`src/rtl/ae8_pkg.sv`:
```
// Package for the multi-function arithmetic element.
// Holds the operation code type and default widths shared by the
// datapath modules and the bench. Codes are fixed: the bench relies on them.
package ae8_pkg;

    localparam int AE_OPW  = 8;
    localparam int AE_LO_W = 4;

    typedef enum logic [2:0] {
        OP_ADD = 3'd0,
        OP_SUB = 3'd1,
        OP_ACC = 3'd2,
        OP_INC = 3'd3,
        OP_DEC = 3'd4,
        OP_MUL = 3'd5,
        OP_MAC = 3'd6,
        OP_SHL = 3'd7
    } ae_op_e;

endpackage

```
`src/rtl/ae8_pp_mult.sv`:
```
// Unsigned AW x BW partial-product multiplier.
// Combinational shift-and-add over the BW multiplier bits.
// Assumes unsigned operands; the output is the full-width product.
module ae8_pp_mult #(
    parameter int AW = 8,
    parameter int BW = 4,
    localparam int PW = AW + BW
) (
    input  logic [AW-1:0] mcand,
    input  logic [BW-1:0] mplier,
    output logic [PW-1:0] prod
);

    // Sum one shifted copy of the multiplicand per set multiplier bit
    always_comb begin
        prod = '0;
        for (int j = 0; j < BW; j++) begin
            if (mplier[j]) begin
                prod = prod + (PW'(mcand) << j);
            end
        end
    end

endmodule

```
`src/rtl/ae8_csa.sv`:
```
// Three-input carry-save compressor.
// Bits below FA_W take three inputs (full-adder cells). Bits from FA_W
// upward take only in_y and in_z (half-adder cells), since in_x is FA_W
// bits wide. The carry vector is returned already weighted (bit 0 = 0).
// The carry out of the top bit is dropped, so sum+carry wraps modulo 2^W.
module ae8_csa #(
    parameter int W    = 16,
    parameter int FA_W = 12
) (
    input  logic [FA_W-1:0] in_x,
    input  logic [W-1:0]    in_y,
    input  logic [W-1:0]    in_z,
    output logic [W-1:0]    sum_o,
    output logic [W-1:0]    cry_o
);

    logic [W-2:0] cy;

    assign cry_o = {cy, 1'b0};

    for (genvar i = 0; i < W; i++) begin : g_cell
        if (i < FA_W && i < W - 1) begin : g_fa
            // Full-adder cell: three-input bit reduction
            assign sum_o[i] = in_x[i] ^ in_y[i] ^ in_z[i];
            assign cy[i]    = (in_x[i] & in_y[i]) | (in_x[i] & in_z[i]) | (in_y[i] & in_z[i]);
        end else if (i < W - 1) begin : g_ha
            // Half-adder cell: two-input bit reduction
            assign sum_o[i] = in_y[i] ^ in_z[i];
            assign cy[i]    = in_y[i] & in_z[i];
        end else begin : g_top
            // Top bit: sum only, its carry leaves the word
            assign sum_o[i] = in_y[i] ^ in_z[i];
        end
    end

endmodule

```
`src/rtl/ae8_seg_add.sv`:
```
// One segment of the final carry-propagate adder.
// Adds two W-bit slices plus a carry-in and returns the segment carry-out
// for the next segment up. Purely combinational.
module ae8_seg_add #(
    parameter int W = 4
) (
    input  logic [W-1:0] sa,
    input  logic [W-1:0] sb,
    input  logic         ci,
    output logic [W-1:0] so,
    output logic         co
);

    // Segment sum with carry out
    always_comb begin
        {co, so} = {1'b0, sa} + {1'b0, sb} + {{W{1'b0}}, ci};
    end

endmodule

```
`src/rtl/arith_elem8.sv`:
```
// Multi-function arithmetic element (top).
// A load strobe captures operands, code and carry-in. The next edge writes
// the evaluated result into three segment registers (4/8/4 bits by default)
// and raises valid for one cycle. All operations share one path: operand
// select, carry-save compressor, segmented final adder.
// Assumes load_i is low while rst_n is low.
module arith_elem8
    import ae8_pkg::*;
#(
    parameter int OPW  = AE_OPW,
    parameter int LO_W = AE_LO_W
) (
    input  logic              clk,
    input  logic              rst_n,
    input  logic [2:0]        op_i,
    input  logic [OPW-1:0]    a_i,
    input  logic [OPW-1:0]    b_i,
    input  logic              load_i,
    input  logic              cin_i,
    output logic [2*OPW-1:0]  result_o,
    output logic              valid_o
);

    localparam int RESW  = 2 * OPW;
    localparam int HALF  = OPW / 2;
    localparam int PPW   = OPW + HALF;
    localparam int MID_W = RESW - 2 * LO_W;
    localparam int HI_LO = LO_W + MID_W;
    localparam int SHW   = $clog2(OPW);
    localparam logic [RESW-1:0] K_ONE  = RESW'(1);
    localparam logic [RESW-1:0] K_ZERO = '0;

    logic [OPW-1:0]   a_r, b_r;
    ae_op_e           op_r;
    logic             cin_r;
    logic             pend_r;
    logic             valid_r;
    logic [LO_W-1:0]  res_lo;
    logic [MID_W-1:0] res_mid;
    logic [LO_W-1:0]  res_hi;
    logic [RESW-1:0]  res_all;

    logic [PPW-1:0]   pp [2];
    logic [PPW-1:0]   x_sel;
    logic [RESW-1:0]  y_sel, z_sel;
    logic             c0;
    logic [RESW-1:0]  csa_s, csa_c;
    logic [LO_W-1:0]  sum_lo;
    logic [MID_W-1:0] sum_mid;
    logic [LO_W-1:0]  sum_hi;
    logic             co1, co2, co_hi;

    assign res_all  = {res_hi, res_mid, res_lo};
    assign result_o = res_all;
    assign valid_o  = valid_r;

    // Capture operands, code and carry-in on the load strobe
    always_ff @(posedge clk) begin
        if (!rst_n) begin
            a_r   <= '0;
            b_r   <= '0;
            op_r  <= OP_ADD;
            cin_r <= 1'b0;
        end else if (load_i) begin
            a_r   <= a_i;
            b_r   <= b_i;
            op_r  <= ae_op_e'(op_i);
            cin_r <= cin_i;
        end
    end

    // Track a pending evaluation and the one-cycle valid flag
    always_ff @(posedge clk) begin
        if (!rst_n) begin
            pend_r  <= 1'b0;
            valid_r <= 1'b0;
        end else begin
            pend_r  <= load_i;
            valid_r <= pend_r;
        end
    end

    // Two partial products, one per half of the B operand
    for (genvar h = 0; h < 2; h++) begin : g_pp
        ae8_pp_mult #(.AW(OPW), .BW(HALF)) u_pp (
            .mcand  (a_r),
            .mplier (b_r[h*HALF +: HALF]),
            .prod   (pp[h])
        );
    end

    // Choose the three compressor inputs and the low carry-in per operation
    always_comb begin
        x_sel = '0;
        y_sel = '0;
        z_sel = '0;
        c0    = 1'b0;
        case (op_r)
            OP_ADD: begin
                x_sel = PPW'(a_r);
                y_sel = RESW'(b_r);
                c0    = cin_r;
            end
            OP_SUB: begin
                x_sel = PPW'(a_r);
                y_sel = ~RESW'(b_r);
                c0    = 1'b1;
            end
            OP_ACC: begin
                x_sel = PPW'(a_r);
                z_sel = res_all;
            end
            OP_INC: begin
                x_sel = PPW'(a_r);
                y_sel = K_ONE;
            end
            OP_DEC: begin
                x_sel = PPW'(a_r);
                y_sel = ~K_ZERO;
            end
            OP_MUL: begin
                x_sel = pp[0];
                y_sel = RESW'(pp[1]) << HALF;
            end
            OP_MAC: begin
                x_sel = pp[0];
                y_sel = RESW'(pp[1]) << HALF;
                z_sel = res_all;
            end
            OP_SHL: begin
                y_sel = RESW'(a_r) << b_r[SHW-1:0];
            end
            default: begin
                x_sel = '0;
            end
        endcase
    end

    ae8_csa #(.W(RESW), .FA_W(PPW)) u_csa (
        .in_x  (x_sel),
        .in_y  (y_sel),
        .in_z  (z_sel),
        .sum_o (csa_s),
        .cry_o (csa_c)
    );

    ae8_seg_add #(.W(LO_W)) u_seg_lo (
        .sa (csa_s[LO_W-1:0]),
        .sb (csa_c[LO_W-1:0]),
        .ci (c0),
        .so (sum_lo),
        .co (co1)
    );

    ae8_seg_add #(.W(MID_W)) u_seg_mid (
        .sa (csa_s[HI_LO-1:LO_W]),
        .sb (csa_c[HI_LO-1:LO_W]),
        .ci (co1),
        .so (sum_mid),
        .co (co2)
    );

    ae8_seg_add #(.W(LO_W)) u_seg_hi (
        .sa (csa_s[RESW-1:HI_LO]),
        .sb (csa_c[RESW-1:HI_LO]),
        .ci (co2),
        .so (sum_hi),
        .co (co_hi)
    );

    // Write the segment registers after a pending evaluation
    always_ff @(posedge clk) begin
        if (!rst_n) begin
            res_lo  <= '0;
            res_mid <= '0;
            res_hi  <= '0;
        end else if (pend_r) begin
            res_lo  <= sum_lo;
            res_mid <= sum_mid;
            res_hi  <= sum_hi;
        end
    end


    valid_after_load_chk: assert property (@(posedge clk) disable iff (!rst_n)
        load_i |=> ##1 valid_o);


    valid_has_cause_chk: assert property (@(posedge clk) disable iff (!rst_n)
        valid_o |-> $past(load_i, 2));


    hold_when_idle_chk: assert property (@(posedge clk) disable iff (!rst_n)
        !valid_o |-> $stable(result_o));


    add_result_chk: assert property (@(posedge clk) disable iff (!rst_n)
        (valid_o && $past(op_r) == OP_ADD) |->
        result_o == RESW'($past(a_r)) + RESW'($past(b_r)) + RESW'($past(cin_r)));


    mul_result_chk: assert property (@(posedge clk) disable iff (!rst_n)
        (valid_o && $past(op_r) == OP_MUL) |->
        result_o == RESW'($past(a_r)) * RESW'($past(b_r)));


    acc_wrap_carry_chk: assert property (@(posedge clk) disable iff (!rst_n)
        (valid_o && $past(op_r) == OP_ACC) |->
        $past(co_hi) == ((17'($past(res_all)) + 17'($past(a_r))) > 17'h0FFFF));

endmodule

```
`config.mk`:
```
export PLATFORM = sky130hd
export DESIGN_NAME = arith_elem8
export DESIGN_NICKNAME = d
export VERILOG_FILES = /design/src/rtl/ae8_pkg.sv /design/src/rtl/ae8_pp_mult.sv /design/src/rtl/ae8_csa.sv /design/src/rtl/ae8_seg_add.sv /design/src/rtl/arith_elem8.sv
export SDC_FILE = /design/constraint.sdc
export NUM_CORES = 1
export LEC_CHECK = 0
export BUFFER_PORTS_ARGS = -buffer_cell sky130_fd_sc_hd__buf_2
export CAP_MARGIN = 20
export CORE_MARGIN = 3
export CORE_UTILIZATION = 45
export DETAILED_ROUTE_END_ITERATION = 7
export GPL_ROUTABILITY_DRIVEN = 0
export GPL_TIMING_DRIVEN = 0
export PLACE_DENSITY = 0.61
export SETUP_SLACK_MARGIN = 0.15
export SYNTH_ARGS = -nofsm -noshare
export SYNTH_HDL_FRONTEND = slang
export SYNTH_HIERARCHICAL = 1
export SYNTH_SLANG_ARGS = --single-unit
```
`constraint.sdc`:
```
create_clock -name clk -period 7.6 [get_ports clk]
set_input_delay 1.14 -clock clk [delete_from_list [all_inputs] [get_ports clk]]
set_output_delay 1.14 -clock clk [all_outputs]
set_load 0.005 [all_outputs]
```
==> results of run 1 <==
tightest hold or removal path, delay by kind of cell, from the launching register on:
family           cells  cell delay [ns]
flip-flops           1             0.31
AND/OR/NAND/NOR      1             0.06
multiplexers         1             0.12
layer usage:
metal,up-vias,routed length (um)
met3,27,1043
met5,-,0
met1,2654,7743
met4,0,329
met2,172,7788
li1,2772,-
final cells by class:
class                   instances  area (um^2)  area share, %
plain buffers                  38        222.7          3.218
flip-flops and latches         38        778.2          11.24
repair buffers                 51        290.3          4.194
well taps                     172        215.2          3.109
multi-input cells             627         5106          73.77
clock inverters                 2        12.51         0.1808
inverters                      42        157.7          2.278
clock buffers                   6        138.9          2.007
sequential cells by signal, summed over array words and instances (netlist names):
| name | flops |
|---|---|
| a_r | 8 |
| b_r | 8 |
| res_mid | 8 |
| res_hi | 4 |
| res_lo | 4 |
| op_r | 3 |
| cin_r | 1 |
| pend_r | 1 |
| valid_o | 1 |
metrics by stage:
step                      cells  hold slack, ns  power (mW)  worst slack [ns]
final                       976          0.5293      0.7936            0.6047
after global routing        976          0.5573      0.8482            0.1687
after CTS                   964          0.5290      0.7842            0.1550
after detailed placement    954          0.5220      0.5632           -0.3182
after global placement      954          0.5096      0.5568           -0.1772
after floorplan             745          0.4837      0.4793            0.6100
worst paths after layout:
check              start         to  slack, ns  cells after the start
setup / recovery  b_r[4]  res_hi[2]       0.60                     33
hold / removal     cin_r      cin_r       0.53                      2
setup reg to reg  b_r[4]  res_hi[2]       0.60                     33
hold reg to reg    cin_r      cin_r       0.53                      2
report_power, final:
group / internal, mW / switching [mW] / leakage, nW
Combinational: 0.154 / 0.183 / 2.86
Sequential: 0.215 / 0.0275 / 0.316
Clock: 0.130 / 0.0847 / 0.0729
Total: 0.499 / 0.295 / 3.25
what timing repair did:
action,4_1_cts,5_1_grt
pin swaps,0,8
endpoints found under the setup margin,4,5
gates resized for setup,10,41
setup buffers,2,12
==> results.txt, run 1 <==
- Total of buffers placed on input and output ports: 37
* Busiest metal layer after global routing: met2
* Pin slew with the least headroom to its limit: 0.5869 ns
- Max-cap violations in this run came to 0.
* Worst EP required: 7.78 ns
- Post-Synthesis Cell Area: 6108 um^2
- Using the TritonRoute via totals, the vias-per-cell ratio works out to 5.763.
- Critical path buffers and inverters: 4
- The critical path is of the flip-flop to flip-flop type.
* # hold bufs at CTS: 0
* Clock tree root driver cell: clkbuf_16
- After detailed routing, the number of remaining DRC violations is 0.
- 40 I/O pins were placed.
- Drt pass-1 iters: 5
* Number of nets in the layout: 918
* Cell occurring most often along the worst timing path: ha_1
* Hold Vio Cnt, Final: 0
* Worst path arrival time: 7.17 ns
- The flow ran to the end, and the final reports show no timing, DRC or antenna violations.
- The worst setup path is captured at a flip-flop.
* Clk_lat worst skew: 0.28 ns
* Maximum buffer depth of the clock tree: 2
- In this design, the largest share of critical-path delay is due to adder cells.
* Leak Pwr: 3.251 nW
* Height of the die: 122.5 um
- For the finished layout, the period the worst path requires is 6.995 ns.
- CTS H-tree lvls: 2
- Post-route standard cell area excluding fillers: 6922 um^2
* Initial antenna violation count: 0
* Max incr delay on CP: 0.51 ns
- The region available for standard cell placement spans 12930 um^2.
- Nature of the critical path startpoint: flip-flop
- Mean instance size in the synthesized netlist: 8.199 um^2
* Area of placed instances: 6509 um^2
- The top cell types in the final layout, fill and taps aside, are ha_1, mux2i_1, nand2_1.
* TritonCTS Sinks: 38
- Global Route met3 Usage: 4.009%
* GR met1 Demand/Resource: 30.96%
- The detail route stage leaves a number of antenna-violating nets equal to 0.
- # diodes: 0
- The detailed router placed 5625 vias in this run.
- All-layer global routing usage: 22.68%
- Maximum operating frequency: 0.1430 GHz
* Synthesis Warnings: 6
* Wire length of the first global-routing pass: 27.31 mm
- Mapped Nets: 860
- The path class of the tightest hold or removal check is flip-flop to flip-flop.
- Met2 routing resource usage after global routing: 37.14%
- Setup repair after global routing left no endpoint under its margin.
* Global-route congestion overflow total: 0
- After clock tree synthesis, the clock-pin slew on the worst setup and hold paths is 0.06 ns.
- Power density of the placed cells: 114.7 nW/um^2
- Maximum net fanout on the critical path: 10
* Initial core utilization: 47.25%
- Fillers: 1244
* Average detailed-routed wire length per instance: 17.32 um
- TritonCTS built the clock tree.
- The largest individual stage delay along the critical path comes from the cell fa_1.
- Final wirelength: 16.90 mm
- The number of global-route vias before repair was 5486.
* Fraction of layout cells with a size suffix above 1: 18.53%
- In this run the tightest slew margin relative to its limit is 60.87%.
* Setup skew after layout: 0.005196 ns
- Cells fill 53.54% of the core in the end.
- Maximum vdd drop: 0.0001206 V
* TNS Setup: 0 ns
* Tcrit/Tclk final: 92.04%
* DR iter-0 viols: 414
- After legalization and detailed placement, the total HPWL measured 12.89 mm.
- Cells after synthesis: 745
- Num rows: 41
* Die width: 122.5 um
- Entering global routing, the biggest net connects 22 pins.
- Count of final max-slew check failures: 0
- Leaving out fill and tap cells, the most frequent cell in the layout is ha_1.
- The area growth from synthesis to layout is 13.31%.
- Buffers inserted during clock tree synthesis total 5.
- Total setup violations reported at the end of the flow: 0
* Overall die area: 15010 um^2
Power figures use the tool's default switching activity.
==> run 2: changes to the inputs <==
Settings changed: CORE_MARGIN 3 to 10.
==> results.txt, run 2 (synthesized netlist as in run 1, its figures left out) <==
- Outcome: completed (unchanged).
- The peak fanout along the critical path was 10 (unchanged).
- Via count of the routed design: 5651 (was 5625)
* Initial core utilization: 45.94% (was 47.25%)
- The class of the tightest hold or removal check is flip-flop to flip-flop (unchanged).
* Total of buffers placed on input and output ports: 37 (unchanged)
* Placed insts: 958 (was 954)
- Commonest cells after routing, fill and taps aside: ha_1, mux2i_1, nand2_1 (unchanged).
- Worst path arrival time: 7.35 ns (was 7.17 ns)
- # hold bufs at CTS: 0 (unchanged)
* Fraction of layout cells with a size suffix above 1: 18.91% (was 18.53%)
* Final wirelength: 17.80 mm (was 16.90 mm)
* Height of the die: 136.5 um (was 122.5 um)
- The number of setup violations in the final report came to 0 (unchanged).
- Power density of the placed cells: 123.6 nW/um^2 (was 114.7 nW/um^2)
- The category of the critical setup timing path is flip-flop to flip-flop (unchanged).
- The peak ir drop on the vdd network is 0.0001591 V (was 0.0001206 V).
- The setup clock skew after layout was 0.005664 ns (was 0.005196 ns).
- Clock transition at the registers of the reported paths: 0.07 ns (was 0.06 ns)
- Max_slew headroom: 60.14% (was 60.87%)
- Count of final max-slew check failures: 0 (unchanged)
* TritonCTS Sinks: 38 (unchanged)
* Die width: 136.5 um (was 122.5 um)
- The routed length per instance came to 18.16 um (was 17.32 um).
- The full die area was 18640 um^2 (was 15010 um^2).
* Tcrit/Tclk final: 93.96% (was 92.04%)
- The total half-perimeter wirelength after legalization and detailed placement is 13.25 mm (was 12.89 mm).
- Leak Pwr: 3.282 nW (was 3.251 nW)
- Clk_lat worst skew: 0.28 ns (about the same)
- The number of max-capacitance violations reported came to 0 (unchanged).
- All-layer global routing usage: 18.53% (was 22.68%)
- The core box area is 13300 um^2 (was 12930 um^2).
* Final Instance Count excl. Fillers: 980 (was 976)
- Clock tree root driver cell: clkbuf_16 (unchanged)
- Max incr delay on CP: 0.49 ns (was 0.51 ns)
* TritonCTS clock tree: done (unchanged)
* Most frequent standard cell in the layout excluding fill and tap cells: ha_1 (unchanged)
* Num rows: 42 (was 41)
* Via count of the first global-routing pass: 5540 (was 5486)
- The clock period minus worst slack came to 7.141 ns (was 6.995 ns).
- The reg-to-reg endpoint was res_hi[1] (was res_hi[2]).
* Kind of capture point of the worst setup path: flip-flop (unchanged)
* Hold Vio Cnt, Final: 0 (unchanged)
- Growth of design area from synthesis to finish: 14.63% (was 13.31%)
* CTS H-tree lvls: 2 (unchanged)
- The worst path required time is 7.81 ns (was 7.78 ns).
- The register-to-register setup slack was 0.46 ns (was 0.60 ns).
- The maximum clock path buffer count came to 2 (unchanged).
* Number of I/O pins: 40 (unchanged)
* Final antenna-violating net count: 0 (unchanged)
- Master of the slowest instance on the critical path: fa_1 (unchanged)
* Pin slew with the least headroom to its limit: 0.5943 ns (was 0.5869 ns)
- DR DRC count: 0 (unchanged)
- The count of inserted antenna diode cells is 0 (unchanged).
* Number of cells traversed by the worst register-to-register path: 33 (unchanged)
* Largest net degree at the start of global routing: 22 (unchanged)
- The detailed router's first-iteration violation count is 462 (was 414).
* Total clock buffers created by CTS: 5 (unchanged)
- Post-DR vias/cell: 5.766 (was 5.763)
- Global-route congestion overflow total: 0 (unchanged)
* Maximum operating frequency: 0.1400 GHz (was 0.1430 GHz)
- Wire length of the first global-routing pass: 28.43 mm (was 27.31 mm)
- Leading registers by flop count: a_r: 8 flops, b_r: 8 flops, res_mid: 8 flops (unchanged)
- The launching point of the worst reg2reg path is b_r[4] (unchanged).
- The final sum of negative setup slack was 0 ns (unchanged).
- RSZ-0062 raised after global routing: false (unchanged)
- The detailed-routing iteration count for the pre-antenna-repair pass was 5 (unchanged).
- Initial antenna violation count: 0 (unchanged)
- Nature of the critical path startpoint: flip-flop (unchanged)
* Worst setup path start: b_r[4] (unchanged)
- The worst setup path endpoint is res_hi[1] (was res_hi[2]).
* Number of nets in the layout: 918 (unchanged)
==> run 2: worst min path at each step <==
stage                     startpoint   endpoint  slack [ns]  cells after the start
after floorplan                cin_r      cin_r        0.48                      2
after global routing       res_hi[0]  res_hi[0]        0.56                      2
after global placement         cin_r      cin_r        0.50                      2
final                          cin_r      cin_r        0.52                      2
after detailed placement       cin_r      cin_r        0.51                      2
after CTS                      cin_r      cin_r        0.52                      2
==> run 2: stage by stage <==
stage          hold slack, ns  setup WS [ns]  util [%]  total power [mW]  cell area [um^2]
6_report               0.5213         0.4589     52.66            0.8653              7002
5_1_grt                0.5578         0.1155     52.66            0.9158              7002
4_1_cts                0.5246         0.1593     50.76            0.8508              6749
3_5_place_dp           0.5100        -0.3491     48.99            0.5646              6514
3_3_place_gp           0.4994        -0.1967     48.99            0.5562              6514
2_1_floorplan          0.4837         0.6100         -            0.4793              6108
==> run 2: per-layer routing <==
layer	wire [um]	track usage (%)	vias to the layer above
met3	1034	3.226	26
met1	8066	24.88	2694
met2	8303	29.88	168
met5	0	0	-
li1	-	-	2763
met4	392	4.911	0
==> run 2: final cells by class <==
class                      count  area, um^2
clock inverter                 3       68.82
timing repair buffer          51       290.3
buffer                        38       222.7
tap                          176       220.2
fill                        1285        6294
sequential                    38       785.8
inverter                      42       157.7
multi-input combinational    627        5131
clock buffer                   5       125.1
==> run 2: critical path, delay by kind of cell, from the launching register on <==
| family | cells | cell delay, ns |
|---|---|---|
| AO/OA/AOI/OAI | 10 | 1.73 |
| multiplexers | 3 | 0.47 |
| flip-flops | 1 | 0.39 |
| adder cells (fa/ha/maj) | 8 | 2.84 |
| buffers and inverters | 5 | 0.53 |
| AND/OR/NAND/NOR | 4 | 0.61 |
| XOR/XNOR | 3 | 0.49 |
==> run 2: what timing repair did <==
item / 4_1_cts / 5_1_grt
endpoints found under the setup margin: 4 / 4
pin swaps: 2 / 10
setup buffers: 2 / 12
endpoints found under the hold margin: 0 / 0
cloned: 0 / 0
resized for setup: 14 / 42
==> run 2: power breakdown <==
group,leakage (nW),internal (mW),switching [mW]
logic,2.87,0.156,0.185
clock network,0.0940,0.189,0.0938
registers,0.317,0.214,0.0278
